### config.mk
export PLATFORM = sky130hd
export DESIGN_NAME = bus_perf_monitor
export DESIGN_NICKNAME = d
export VERILOG_FILES = /design/src/rtl/bpm_pkg.sv /design/src/rtl/bpm_event_counter.sv /design/src/rtl/bpm_cycle_counter.sv /design/src/rtl/bpm_regs.sv /design/src/rtl/bus_perf_monitor.sv
export SDC_FILE = /design/constraint.sdc
export NUM_CORES = 1
export LEC_CHECK = 0
export BUFFER_PORTS_ARGS = -buffer_cell sky130_fd_sc_hd__buf_4
export CAP_MARGIN = 30
export CORE_MARGIN = 4
export CORE_UTILIZATION = 55
export DETAILED_ROUTE_END_ITERATION = 8
export MAX_ROUTING_LAYER = met4
export PLACE_DENSITY_LB_ADDON = 0.1
export SYNTH_ARGS = -nofsm -noshare
export SYNTH_HDL_FRONTEND = slang
export SYNTH_SLANG_ARGS = --single-unit
### constraint.sdc
create_clock -name clk -period 8.72 [get_ports clk]
set_input_delay 0.436 -clock clk [delete_from_list [all_inputs] [get_ports clk]]
set_output_delay 0.436 -clock clk [all_outputs]
set_load 0.02 [all_outputs]
### src/rtl/bpm_pkg.sv
package bpm_pkg;

  localparam int unsigned NUM_EVT = 4;
  localparam int unsigned MASK_W  = NUM_EVT + 1;

  localparam logic [11:0] A_CTRL    = 12'h004;
  localparam logic [11:0] A_EN_SET  = 12'h008;
  localparam logic [11:0] A_EN_CLR  = 12'h00c;
  localparam logic [11:0] A_IE_SET  = 12'h010;
  localparam logic [11:0] A_IE_CLR  = 12'h014;
  localparam logic [11:0] A_FLAG    = 12'h018;
  localparam logic [11:0] A_CNT0    = 12'h034;
  localparam logic [11:0] A_WIDE_LO = 12'h040;
  localparam logic [11:0] A_WIDE_HI = 12'h044;
  localparam logic [11:0] A_CYC     = 12'h048;
  localparam logic [11:0] A_TYPE0   = 12'h200;

  localparam logic [7:0] EV_RD = 8'h04;
  localparam logic [7:0] EV_WR = 8'h05;
  localparam logic [7:0] EV_RW = 8'h22;

  typedef enum logic [1:0] {
    START_MANUAL = 2'd0,
    START_AUTO   = 2'd1,
    START_COND   = 2'd2,
    START_RSVD   = 2'd3
  } start_mode_e;

  typedef struct packed {
    start_mode_e mode;
    logic        div;
    logic        en;
  } ctrl_t;

endpackage

### src/rtl/bpm_event_counter.sv
module bpm_event_counter
  import bpm_pkg::*;
#(
  parameter int unsigned CNT_W      = 32,
  parameter bit          ALLOW_BOTH = 1'b0
) (
  input  logic             clk,
  input  logic             rst_n,
  input  logic             run_i,
  input  logic             clr_i,
  input  logic [7:0]       code_i,
  input  logic             rd_i,
  input  logic             wr_i,
  output logic [CNT_W-1:0] cnt_o,
  output logic             wrap_o
);

  localparam int unsigned SUM_W = CNT_W + 1;

  logic [1:0]       step;
  logic [SUM_W-1:0] sum;
  logic [CNT_W-1:0] cnt_q, cnt_d;
  logic             cnt_we;

  generate
    if (ALLOW_BOTH) begin : g_both
      always_comb begin
        case (code_i)
          EV_RD:   step = {1'b0, rd_i};
          EV_WR:   step = {1'b0, wr_i};
          EV_RW:   step = {1'b0, rd_i} + {1'b0, wr_i};
          default: step = 2'd0;
        endcase
      end
    end else begin : g_single
      always_comb begin
        case (code_i)
          EV_RD:   step = {1'b0, rd_i};
          EV_WR:   step = {1'b0, wr_i};
          default: step = 2'd0;
        endcase
      end


      narrow_step_chk: assert property (@(posedge clk) disable iff (!rst_n)
        (run_i && !clr_i) |=> (cnt_o == $past(cnt_o) || cnt_o == $past(cnt_o) + 1'b1));
    end
  endgenerate

  always_comb begin
    sum    = {1'b0, cnt_q} + SUM_W'(step);
    cnt_we = clr_i | (run_i & (|step));
    cnt_d  = clr_i ? '0 : sum[CNT_W-1:0];
    wrap_o = run_i & ~clr_i & sum[CNT_W];
  end

  always_ff @(posedge clk or negedge rst_n) begin
    if (!rst_n)      cnt_q <= '0;
    else if (cnt_we) cnt_q <= cnt_d;
  end

  assign cnt_o = cnt_q;


  evt_hold_chk: assert property (@(posedge clk) disable iff (!rst_n)
    (!run_i && !clr_i) |=> $stable(cnt_o));


  evt_clear_chk: assert property (@(posedge clk) disable iff (!rst_n)
    clr_i |=> (cnt_o == '0));

endmodule

### src/rtl/bpm_cycle_counter.sv
module bpm_cycle_counter #(
  parameter int unsigned CNT_W    = 32,
  parameter int unsigned DIV_LOG2 = 6
) (
  input  logic             clk,
  input  logic             rst_n,
  input  logic             run_i,
  input  logic             div_i,
  input  logic             clr_i,
  output logic [CNT_W-1:0] cnt_o,
  output logic             wrap_o
);

  localparam int unsigned SUM_W = CNT_W + 1;

  logic [DIV_LOG2-1:0] pre_q, pre_d;
  logic                pre_we;
  logic                tick;
  logic [SUM_W-1:0]    sum;
  logic [CNT_W-1:0]    cnt_q, cnt_d;
  logic                cnt_we;

  always_comb begin
    tick   = run_i & (~div_i | (&pre_q));
    pre_we = clr_i | run_i;
    pre_d  = clr_i ? '0 : pre_q + 1'b1;
    sum    = {1'b0, cnt_q} + SUM_W'(1);
    cnt_we = clr_i | tick;
    cnt_d  = clr_i ? '0 : sum[CNT_W-1:0];
    wrap_o = tick & ~clr_i & sum[CNT_W];
  end

  always_ff @(posedge clk or negedge rst_n) begin
    if (!rst_n)      pre_q <= '0;
    else if (pre_we) pre_q <= pre_d;
  end

  always_ff @(posedge clk or negedge rst_n) begin
    if (!rst_n)      cnt_q <= '0;
    else if (cnt_we) cnt_q <= cnt_d;
  end

  assign cnt_o = cnt_q;


  div_hold_chk: assert property (@(posedge clk) disable iff (!rst_n)
    (div_i && !clr_i && !(&pre_q)) |=> $stable(cnt_o));


  cyc_hold_chk: assert property (@(posedge clk) disable iff (!rst_n)
    (!run_i && !clr_i) |=> $stable(cnt_o));

endmodule

### src/rtl/bpm_regs.sv
module bpm_regs
  import bpm_pkg::*;
#(
  parameter int unsigned EVT_W = 32,
  parameter int unsigned HI_W  = 8,
  parameter int unsigned CYC_W = 32,
  localparam int unsigned WIDE_W = EVT_W + HI_W
) (
  input  logic                               clk,
  input  logic                               rst_n,
  input  logic                               req_valid,
  input  logic                               req_write,
  input  logic [11:0]                        req_addr,
  input  logic [31:0]                        req_wdata,
  output logic [31:0]                        rsp_rdata,
  output ctrl_t                              ctrl_o,
  output logic                               evt_clr_o,
  output logic                               cyc_clr_o,
  output logic [NUM_EVT-1:0]                 evt_en_o,
  output logic                               cyc_en_o,
  output logic [NUM_EVT-1:0][7:0]            evt_type_o,
  input  logic [NUM_EVT-1:0]                 evt_wrap_i,
  input  logic                               cyc_wrap_i,
  input  logic [NUM_EVT-2:0][EVT_W-1:0]      narrow_cnt_i,
  input  logic [WIDE_W-1:0]                  wide_cnt_i,
  input  logic [CYC_W-1:0]                   cyc_cnt_i,
  output logic                               irq_o
);

  function automatic logic [MASK_W-1:0] fold(input logic [31:0] w);
    return {w[31], w[NUM_EVT-1:0]};
  endfunction

  function automatic logic [31:0] unfold(input logic [MASK_W-1:0] m);
    logic [31:0] r;
    r = '0;
    r[NUM_EVT-1:0] = m[NUM_EVT-1:0];
    r[31] = m[MASK_W-1];
    return r;
  endfunction

  logic wr, rd;
  ctrl_t ctrl_q, ctrl_d;
  logic ctrl_we;
  logic [MASK_W-1:0] en_q, en_d, ie_q, ie_d, flag_q, flag_d, wmask, flag_clr;
  logic en_we, ie_we, flag_we;
  logic [NUM_EVT-1:0][7:0] type_q, type_d;
  logic [NUM_EVT-1:0] type_we;

  always_comb begin
    wr      = req_valid & req_write;
    rd      = req_valid & ~req_write;
    wmask   = fold(req_wdata);

    ctrl_we = wr && (req_addr == A_CTRL);
    ctrl_d.en   = req_wdata[0];
    ctrl_d.div  = req_wdata[3];
    ctrl_d.mode = start_mode_e'(req_wdata[21:20]);
    evt_clr_o = ctrl_we & req_wdata[1];
    cyc_clr_o = ctrl_we & req_wdata[2];

    en_d = en_q;
    if (wr && req_addr == A_EN_SET) en_d = en_q | wmask;
    if (wr && req_addr == A_EN_CLR) en_d = en_q & ~wmask;
    en_we = wr && (req_addr == A_EN_SET || req_addr == A_EN_CLR);

    ie_d = ie_q;
    if (wr && req_addr == A_IE_SET) ie_d = ie_q | wmask;
    if (wr && req_addr == A_IE_CLR) ie_d = ie_q & ~wmask;
    ie_we = wr && (req_addr == A_IE_SET || req_addr == A_IE_CLR);

    flag_clr = (wr && req_addr == A_FLAG) ? wmask : '0;
    flag_d   = (flag_q & ~flag_clr) | {cyc_wrap_i, evt_wrap_i};
    flag_we  = (|flag_clr) | cyc_wrap_i | (|evt_wrap_i);
  end

  generate
    for (genvar n = 0; n < NUM_EVT; n++) begin : g_type
      always_comb begin
        type_we[n] = wr && (req_addr == A_TYPE0 + 12'(4 * n));
        type_d[n]  = req_wdata[7:0];
      end
      always_ff @(posedge clk or negedge rst_n) begin
        if (!rst_n)          type_q[n] <= '0;
        else if (type_we[n]) type_q[n] <= type_d[n];
      end
    end
  endgenerate

  always_ff @(posedge clk or negedge rst_n) begin
    if (!rst_n)       ctrl_q <= '0;
    else if (ctrl_we) ctrl_q <= ctrl_d;
  end

  always_ff @(posedge clk or negedge rst_n) begin
    if (!rst_n)     en_q <= '0;
    else if (en_we) en_q <= en_d;
  end

  always_ff @(posedge clk or negedge rst_n) begin
    if (!rst_n)     ie_q <= '0;
    else if (ie_we) ie_q <= ie_d;
  end

  always_ff @(posedge clk or negedge rst_n) begin
    if (!rst_n)       flag_q <= '0;
    else if (flag_we) flag_q <= flag_d;
  end

  always_comb begin
    rsp_rdata = '0;
    if (rd) begin
      if (req_addr == A_CTRL) begin
        rsp_rdata[0]     = ctrl_q.en;
        rsp_rdata[3]     = ctrl_q.div;
        rsp_rdata[21:20] = ctrl_q.mode;
      end
      if (req_addr == A_EN_SET || req_addr == A_EN_CLR) rsp_rdata = unfold(en_q);
      if (req_addr == A_IE_SET || req_addr == A_IE_CLR) rsp_rdata = unfold(ie_q);
      if (req_addr == A_FLAG)    rsp_rdata = unfold(flag_q);
      for (int n = 0; n < NUM_EVT - 1; n++)
        if (req_addr == A_CNT0 + 12'(4 * n)) rsp_rdata = 32'(narrow_cnt_i[n]);
      if (req_addr == A_WIDE_LO) rsp_rdata = 32'(wide_cnt_i[EVT_W-1:0]);
      if (req_addr == A_WIDE_HI) rsp_rdata = 32'(wide_cnt_i[WIDE_W-1:EVT_W]);
      if (req_addr == A_CYC)     rsp_rdata = 32'(cyc_cnt_i);
      for (int n = 0; n < NUM_EVT; n++)
        if (req_addr == A_TYPE0 + 12'(4 * n)) rsp_rdata = 32'(type_q[n]);
    end
  end

  assign ctrl_o     = ctrl_q;
  assign evt_en_o   = en_q[NUM_EVT-1:0];
  assign cyc_en_o   = en_q[MASK_W-1];
  assign evt_type_o = type_q;
  assign irq_o      = |(flag_q & ie_q);


  en_clr_chk: assert property (@(posedge clk) disable iff (!rst_n)
    (wr && req_addr == A_EN_CLR && req_wdata[0]) |=> !evt_en_o[0]);


  flag_set_chk: assert property (@(posedge clk) disable iff (!rst_n)
    evt_wrap_i[NUM_EVT-1] |=> flag_q[NUM_EVT-1]);


  irq_off_chk: assert property (@(posedge clk) disable iff (!rst_n)
    (wr && req_addr == A_IE_CLR && (&req_wdata)) |=> !irq_o);

endmodule

### src/rtl/bus_perf_monitor.sv
module bus_perf_monitor
  import bpm_pkg::*;
#(
  parameter int unsigned EVT_W    = 32,
  parameter int unsigned HI_W     = 8,
  parameter int unsigned CYC_W    = 32,
  parameter int unsigned DIV_LOG2 = 6
) (
  input  logic        clk,
  input  logic        rst_n,
  input  logic        req_valid,
  input  logic        req_write,
  input  logic [11:0] req_addr,
  input  logic [31:0] req_wdata,
  output logic [31:0] rsp_rdata,
  input  logic        rd_beat,
  input  logic        wr_beat,
  output logic        irq
);

  localparam int unsigned WIDE_W = EVT_W + HI_W;

  ctrl_t                          ctrl;
  logic                           evt_clr, cyc_clr, cyc_en, cyc_wrap;
  logic [NUM_EVT-1:0]             evt_en, evt_wrap;
  logic [NUM_EVT-1:0][7:0]        evt_type;
  logic [NUM_EVT-2:0][EVT_W-1:0]  narrow_cnt;
  logic [WIDE_W-1:0]              wide_cnt;
  logic [CYC_W-1:0]               cyc_cnt;

  bpm_regs #(.EVT_W(EVT_W), .HI_W(HI_W), .CYC_W(CYC_W)) u_regs (
    .clk          (clk),
    .rst_n        (rst_n),
    .req_valid    (req_valid),
    .req_write    (req_write),
    .req_addr     (req_addr),
    .req_wdata    (req_wdata),
    .rsp_rdata    (rsp_rdata),
    .ctrl_o       (ctrl),
    .evt_clr_o    (evt_clr),
    .cyc_clr_o    (cyc_clr),
    .evt_en_o     (evt_en),
    .cyc_en_o     (cyc_en),
    .evt_type_o   (evt_type),
    .evt_wrap_i   (evt_wrap),
    .cyc_wrap_i   (cyc_wrap),
    .narrow_cnt_i (narrow_cnt),
    .wide_cnt_i   (wide_cnt),
    .cyc_cnt_i    (cyc_cnt),
    .irq_o        (irq)
  );

  generate
    for (genvar n = 0; n < NUM_EVT; n++) begin : g_chan
      if (n == NUM_EVT - 1) begin : g_wide
        bpm_event_counter #(.CNT_W(WIDE_W), .ALLOW_BOTH(1'b1)) u_cnt (
          .clk    (clk),
          .rst_n  (rst_n),
          .run_i  (ctrl.en & evt_en[n]),
          .clr_i  (evt_clr),
          .code_i (evt_type[n]),
          .rd_i   (rd_beat),
          .wr_i   (wr_beat),
          .cnt_o  (wide_cnt),
          .wrap_o (evt_wrap[n])
        );
      end else begin : g_narrow
        bpm_event_counter #(.CNT_W(EVT_W), .ALLOW_BOTH(1'b0)) u_cnt (
          .clk    (clk),
          .rst_n  (rst_n),
          .run_i  (ctrl.en & evt_en[n]),
          .clr_i  (evt_clr),
          .code_i (evt_type[n]),
          .rd_i   (rd_beat),
          .wr_i   (wr_beat),
          .cnt_o  (narrow_cnt[n]),
          .wrap_o (evt_wrap[n])
        );
      end
    end
  endgenerate

  bpm_cycle_counter #(.CNT_W(CYC_W), .DIV_LOG2(DIV_LOG2)) u_cyc (
    .clk    (clk),
    .rst_n  (rst_n),
    .run_i  (ctrl.en & cyc_en),
    .div_i  (ctrl.div),
    .clr_i  (cyc_clr),
    .cnt_o  (cyc_cnt),
    .wrap_o (cyc_wrap)
  );


  irq_reset_chk: assert property (@(posedge clk) disable iff (!rst_n)
    $rose(rst_n) |-> !irq);

endmodule

== Yosys cells after proc, flatten, opt, wreduce, memory -nomap -nowiden ==
Cells that the tools add are included.
Storage, ports and cells
  register bits: 225
  input bits: 50
  word-level logic and storage cells: 152
Cells by class
  add/subtract/negate cells: 7
  equality and inequality tests: 25
  muxes and demuxes: 32
  bitwise gates (word level): 46
  reduce and logical (&&, ||, !) cells: 26
Operators by type and width (count)
  32-bit two-way mux: 18
  32-bit by 1-bit adder with 33-bit output: 3
  8-bit by 3-bit == test with 1-bit output, second input constant: 8
  12-bit by 10-bit == test with 1-bit output, second input constant: 4
  40-bit by 2-bit adder with 41-bit output: 1
  40-bit two-way mux: 1
  12-bit by 5-bit == test with 1-bit output, second input constant: 3
  12-bit by 6-bit == test with 1-bit output, second input constant: 3
  12-bit by 7-bit == test with 1-bit output, second input constant: 3
  32-bit by 1-bit adder with 33-bit output, second input constant: 1
  5-bit two-way mux: 5
  1-bit AND: 24
  12-bit by 4-bit == test with 1-bit output, second input constant: 2
  5-bit AND: 4
  5-bit OR: 3
  12-bit by 3-bit == test with 1-bit output, second input constant: 1
  1-bit logical AND: 12
  5-bit inverter: 2
  5-bit OR reduction: 2
  1-bit OR: 9
  8-bit by 6-bit == test with 1-bit output, second input constant: 1
  2-bit OR reduction: 4
  6-bit by 1-bit adder with 6-bit output, second input constant: 1
  6-bit two-way mux: 1
  11 further kinds: 20

== Logic depth before layout (Yosys ltp) ==
  depth after elaboration: 16
  depth in mapped cells: 14
  gate-level depth less buffers: 13

== Cells and area by module ==
From an unflattened synthesis, not the netlist that was laid out.
Second synthesis, totals
  cell total of the unflattened synthesis: 1584
  area total of the unflattened synthesis: 14382.5 µm²
Modules (own cells, without submodules)
  bpm_regs: times used 1, cells an instance 463, area each 4199.0 µm², sequential area each 1276.2 µm²
  bpm_event_counter (g_chan[0].g_narrow.u_cnt ...): times used 2, cells an instance 207, area each 1825.5 µm², sequential area each 800.8 µm²
  bpm_event_counter (g_chan[3].g_wide.u_cnt): times used 1, cells an instance 262, area each 2344.7 µm², sequential area each 1001.0 µm²
  bpm_cycle_counter: times used 1, cells an instance 232, area each 2255.9 µm², sequential area each 950.9 µm²
  bpm_event_counter (g_chan[1].g_narrow.u_cnt): times used 1, cells an instance 208, area each 1900.6 µm², sequential area each 800.8 µm²
  bus_perf_monitor: times used 1, cells an instance 5, area each 31.3 µm², sequential area each 0.0 µm²

== Worst setup path before layout ==
OpenSTA, ideal clock, no wires.
  path kind: register to register
  start point: register u_regs.type_q (netlist bit u_regs.evt_type_o[25])
  end point: register g_chan[3].g_wide.u_cnt.cnt_q[36]
  library setup time: 121 ps
  data arrival time: 2992 ps
  slack: 5607 ps
  stages on the path, launching flop included: 14
  clock period less this slack: 3113 ps
  cells stage by stage: dfrtp_1 -> or3b_2 -> o21ai_0 -> and2_1 -> ha_1 -> inv_1 -> fa_1 -> nor2b_1 -> nand3_1 -> nand4b_1 -> clkbuf_1 -> nor3_1 -> xnor2_1 -> nor2_1
Between the ends
  longest elaborated chain between the ends: 5
Ends and longest elaborated chain
  start: declaration: RTL line bpm_regs.sv:47  | logic [NUM_EVT-1:0][7:0] type_q, type_d;
  start signal: indexed assignment: RTL line bpm_regs.sv:85  | else if (type_we[n]) type_q[n] <= type_d[n];
  8-bit by 6-bit == test with 1-bit output / 8-bit by 3-bit == test with 1-bit output (equally long branches): RTL line bpm_event_counter.sv:28  | case (code_i)
  2-bit one-hot mux with 3 select lines (*): RTL line bpm_event_counter.sv:28
  branches (longest 3 deep; another with 40-bit by 2-bit adder with 41-bit output)
  end signal: assignment: RTL line bpm_event_counter.sv:59  | else if (cnt_we) cnt_q <= cnt_d;
  end: declaration: RTL line bpm_event_counter.sv:22  | logic [CNT_W-1:0] cnt_q, cnt_d;
Every way passes the cells marked *.
A chain may end at the register's enable or synchronous reset.

== Final worst setup path ==
  start point: input req_addr[9]
  end point: output rsp_rdata[29]
Between the ends
  longest elaborated chain between the ends: 15
Ends and longest elaborated chain
  start: declaration: RTL line bus_perf_monitor.sv:13  | input logic [11:0] req_addr,
  12-bit by 5-bit == test with 1-bit output: RTL line bpm_regs.sv:119  | if (req_addr == A_IE_SET || req_addr == A_IE_CLR) rsp_rdata = unfold(ie_q);
  1-bit logical OR: RTL line bpm_regs.sv:119
  32-bit two-way mux: RTL line bpm_regs.sv:119
  32-bit two-way mux: RTL line bpm_regs.sv:120  | if (req_addr == A_FLAG) rsp_rdata = unfold(flag_q);
  32-bit two-way mux (3 in a row): RTL line bpm_regs.sv:122  | if (req_addr == A_CNT0 + 12'(4 * n)) rsp_rdata = 32'(narrow_cnt_i[n]);
  32-bit two-way mux: RTL line bpm_regs.sv:123  | if (req_addr == A_WIDE_LO) rsp_rdata = 32'(wide_cnt_i[EVT_W-1:0]);
  32-bit two-way mux: RTL line bpm_regs.sv:124  | if (req_addr == A_WIDE_HI) rsp_rdata = 32'(wide_cnt_i[WIDE_W-1:EVT_W]);
  32-bit two-way mux: RTL line bpm_regs.sv:125  | if (req_addr == A_CYC) rsp_rdata = 32'(cyc_cnt_i);
  32-bit two-way mux (3 in a row): RTL line bpm_regs.sv:127  | if (req_addr == A_TYPE0 + 12'(4 * n)) rsp_rdata = 32'(type_q[n]);
  32-bit two-way mux (*): RTL line bpm_regs.sv:127
  32-bit two-way mux (*): RTL line bpm_regs.sv:112  | if (rd) begin
  end: declaration: RTL line bus_perf_monitor.sv:15  | output logic [31:0] rsp_rdata,
Mark *: on every way between the ends. The rest lies on a longest branch, timed or not.

==> out/metrics.csv <==
metric,value,unit
p_per_area,150,mW/mm2
ant_nets,0,
wl_per_cell,22.6,um
fmax,228,MHz
fillers,1938,
syn_area_per_cell,9.09,um2
status,"complete, no violations",
worst_slew_pin_slew,1.06,ns
p_leak,5.92,nW
multi_input_area,0.00688,mm2
min_period,4.39,ns
synth-simple-area-share,25.5,%
crit_slowest_cell,nor4_1,
crit_path_start_kind,primary input,
cts_root_buf,clkbuf_16,
synth_edf_count,0,
worstSkewPairLatency,0.53,ns
dieArea,0.0260,mm2
cp.required,8.28,ns
drive_gt1_share,13.1,%
layout_common_cells,"dfrtp_1, nor2_1, nand2_1",
ir_drop,0.145,mV
cts_setup_buffers,0,
cpMostUsedCell,buf_4,
cts_tree,done,
path_max_fanout,14,
synthDistinctLibCells,65,
cts_resized,0,
synth_async_sr_flop_share,100,%
synth.area.mux_share,5.30,%
post-place-ws,4.46,ns
drc_errors,0,
ys_top_cells_by_area,"dfrtp_1, nor2_1, xor2_1",
synth_compound_area_share,11.4,%
core_area,0.0228,mm2
rsz0062_at_grt,no,
hold_buffers,1,
netlist.area_leader.share,43.6,%
maxSlewViolCount,0,
io_buffer_count,61,
path_class,in2out,
synth_xor_area_share,9.76,%
fin_util,63.4,%
setup_viol,0,
hpwl,28.6,mm
path_cells,"buf_4, nor4_1, nand2_1, nor2_2, buf_4, a21oi_1, and3_1, nor3_1, buf_4",
start_util,56.5,%
yosysSeqAreaShare,43.6,%
syn_nets,1483,
ios,83,
endpoint_kind,output port,
ys_seq_elements,225,
fin_tns_setup,0,ns
rows,55,
drv_cap,0,
grt-ovfl-total,0,
cts_buffers,26,
finalHoldViolations,0,
synth_top_family_by_area,simple AND/OR/NAND/NOR gates,
synth_fa_ha_area_share,1.22,%
critical_path_arrival,3.95,ns
period_share,50.3,%
die_width,161,um
grt_use_total,31.8,%
synth_top_cell_by_area,dfrtp_1,
wl,40.4,mm
vias,11478,
relSlewSlack,28.6,%
cpPeakStageDelay,0.91,ns
layout.nets,1526,
yosysWarnings,0,
cts_buffer_depth,3,
skew,0.0104,ns
clkTransAtPathRegs,0.06,ns
grt_max_degree,104,
cts.sink_count,225,
synth_flop_cell,dfrtp_1,
htree_levels,1,
drt_pre_antenna_iters,6,
layout_commonest_cell,dfrtp_1,
antenna_found_initial,0,
viasPerCell,6.41,
setup_ws,4.33,ns
area_growth_syn_to_layout,12.1,%
seqCellArea,0.00563,mm2
grt_pass1_vias,10964,
drt_iter0_markers,1410,
grt_pass1_wl,63.7,mm
gp_congestion,1.02,
netlist_instances,1421,
fp.dieH,161,um
netlist_area,0.0129,mm2
hold_class,in2reg,
-- worst max-delay path: cells and delay by family --
| family | cells | cell delay (ns) |
|---|---|---|
| AO/OA/AOI/OAI | 1 | 0.10 |
| buffers and inverters | 3 | 0.75 |
| AND/OR/NAND/NOR | 5 | 2.66 |
-- registers in the layout, summed over array words and instances (netlist names), named ones only --
register,flops
g_chan.g_wide.u_cnt.cnt_o,40
u_cyc.pre_q,6
g_chan.g_narrow.u_cnt.cnt_o,96
u_regs.flag_q,5
u_cyc.cnt_o,32
u_regs.evt_type_o,32
u_regs.ctrl_o,4
-- cell type report --
| cell class | count | share of cell area, % |
|---|---|---|
| antenna | 1 | 0.0173 |
| clock buffer | 39 | 5.46 |
| clock inverter | 2 | 0.0864 |
| inverter | 39 | 1.01 |
| multi-input combinational | 1091 | 47.5 |
| sequential | 225 | 38.9 |
| tap | 313 | 2.70 |
| timing repair buffer | 81 | 4.35 |
-- through the flow --
stage	instance area (um2)	std cells	total power, W	hold slack (ns)
6_report	14500	1791	0.00217	0.141
3_3_place_gp	13600	1744	0.00115	0.483
4_1_cts	14500	1790	0.00219	0.120
5_1_grt	14500	1790	0.00224	0.137
3_5_place_dp	13700	1748	0.00115	0.486
2_1_floorplan	12900	1421	0.00110	0.140
-- cells by family (layout without fill, tap and decap cells) --
kind of cell | after synthesis | count (layout)
and+or+nand+nor | 656 | 656
DFF | 225 | 225
AOI/OAI and AO/OA | 220 | 220
xor gates and xnor gates | 143 | 143
buffers and inverters | 105 | 161
muxes | 60 | 60
adders and majority gates | 12 | 12
other | 0 | 1
-- synth_stat cells (7+ instances only) --
cell      instances
xor2_1           80
and4_1           20
a22oi_1          28
nor2_1          211
a211oi_1          7
mux2i_1          11
or3_1            24
nand3_1          67
a222oi_1         24
inv_1            39
ha_1             11
dfrtp_1         225
nand2_1         127
and2_1           21
xnor2_1          62
nor4_1           20
o21ai_0          42
buf_2            26
a21oi_1          72
clkbuf_1         34
mux2_2           47
nor3_1           47
and3_1           15
o221ai_1          8
nand4_1          52
-- metal layers --
layer | global-route usage [%] | vias up | routed length, um
li1 | - | 5180 | -
met1 | 45.4 | 5661 | 17600
met2 | 48.2 | 546 | 18300
met3 | 4.08 | 91 | 3320
met4 | 9.34 | 0 | 1170
met5 | - | - | 0
-- report_power, final --
part           leakage, nW  switching, W  internal (W)
Sequential            2.91    0.00000166       0.00105
Combinational         2.61     0.0000586     0.0000214
Clock                0.393      0.000424      0.000616
-- worst paths after layout --
kind | startpoint | end | slack, ns | depth (start not counted)
max | req_addr[9] | rsp_rdata[29] | 4.33 | 9
min | req_wdata[21] | u_regs.ctrl_o[3]$_DFFE_PN0P_ | 0.14 | 2
max reg2reg | u_regs.evt_type_o[27]$_DFFE_PN0P_ | g_chan[3].g_wide.u_cnt.cnt_o[28]$_DFFE_PN0P_ | 4.84 | 12
min reg2reg | u_regs.flag_q[0]$_DFFE_PN0P_ | u_regs.flag_q[0]$_DFFE_PN0P_ | 0.51 | 2
max in group asynchronous | rst_n | g_chan[0].g_narrow.u_cnt.cnt_o[4]$_DFFE_PN0P_ | 6.02 | 4
min in group asynchronous | rst_n | g_chan[3].g_wide.u_cnt.cnt_o[9]$_DFFE_PN0P_ | 0.57 | 2
(Power assumes the default switching activity.)
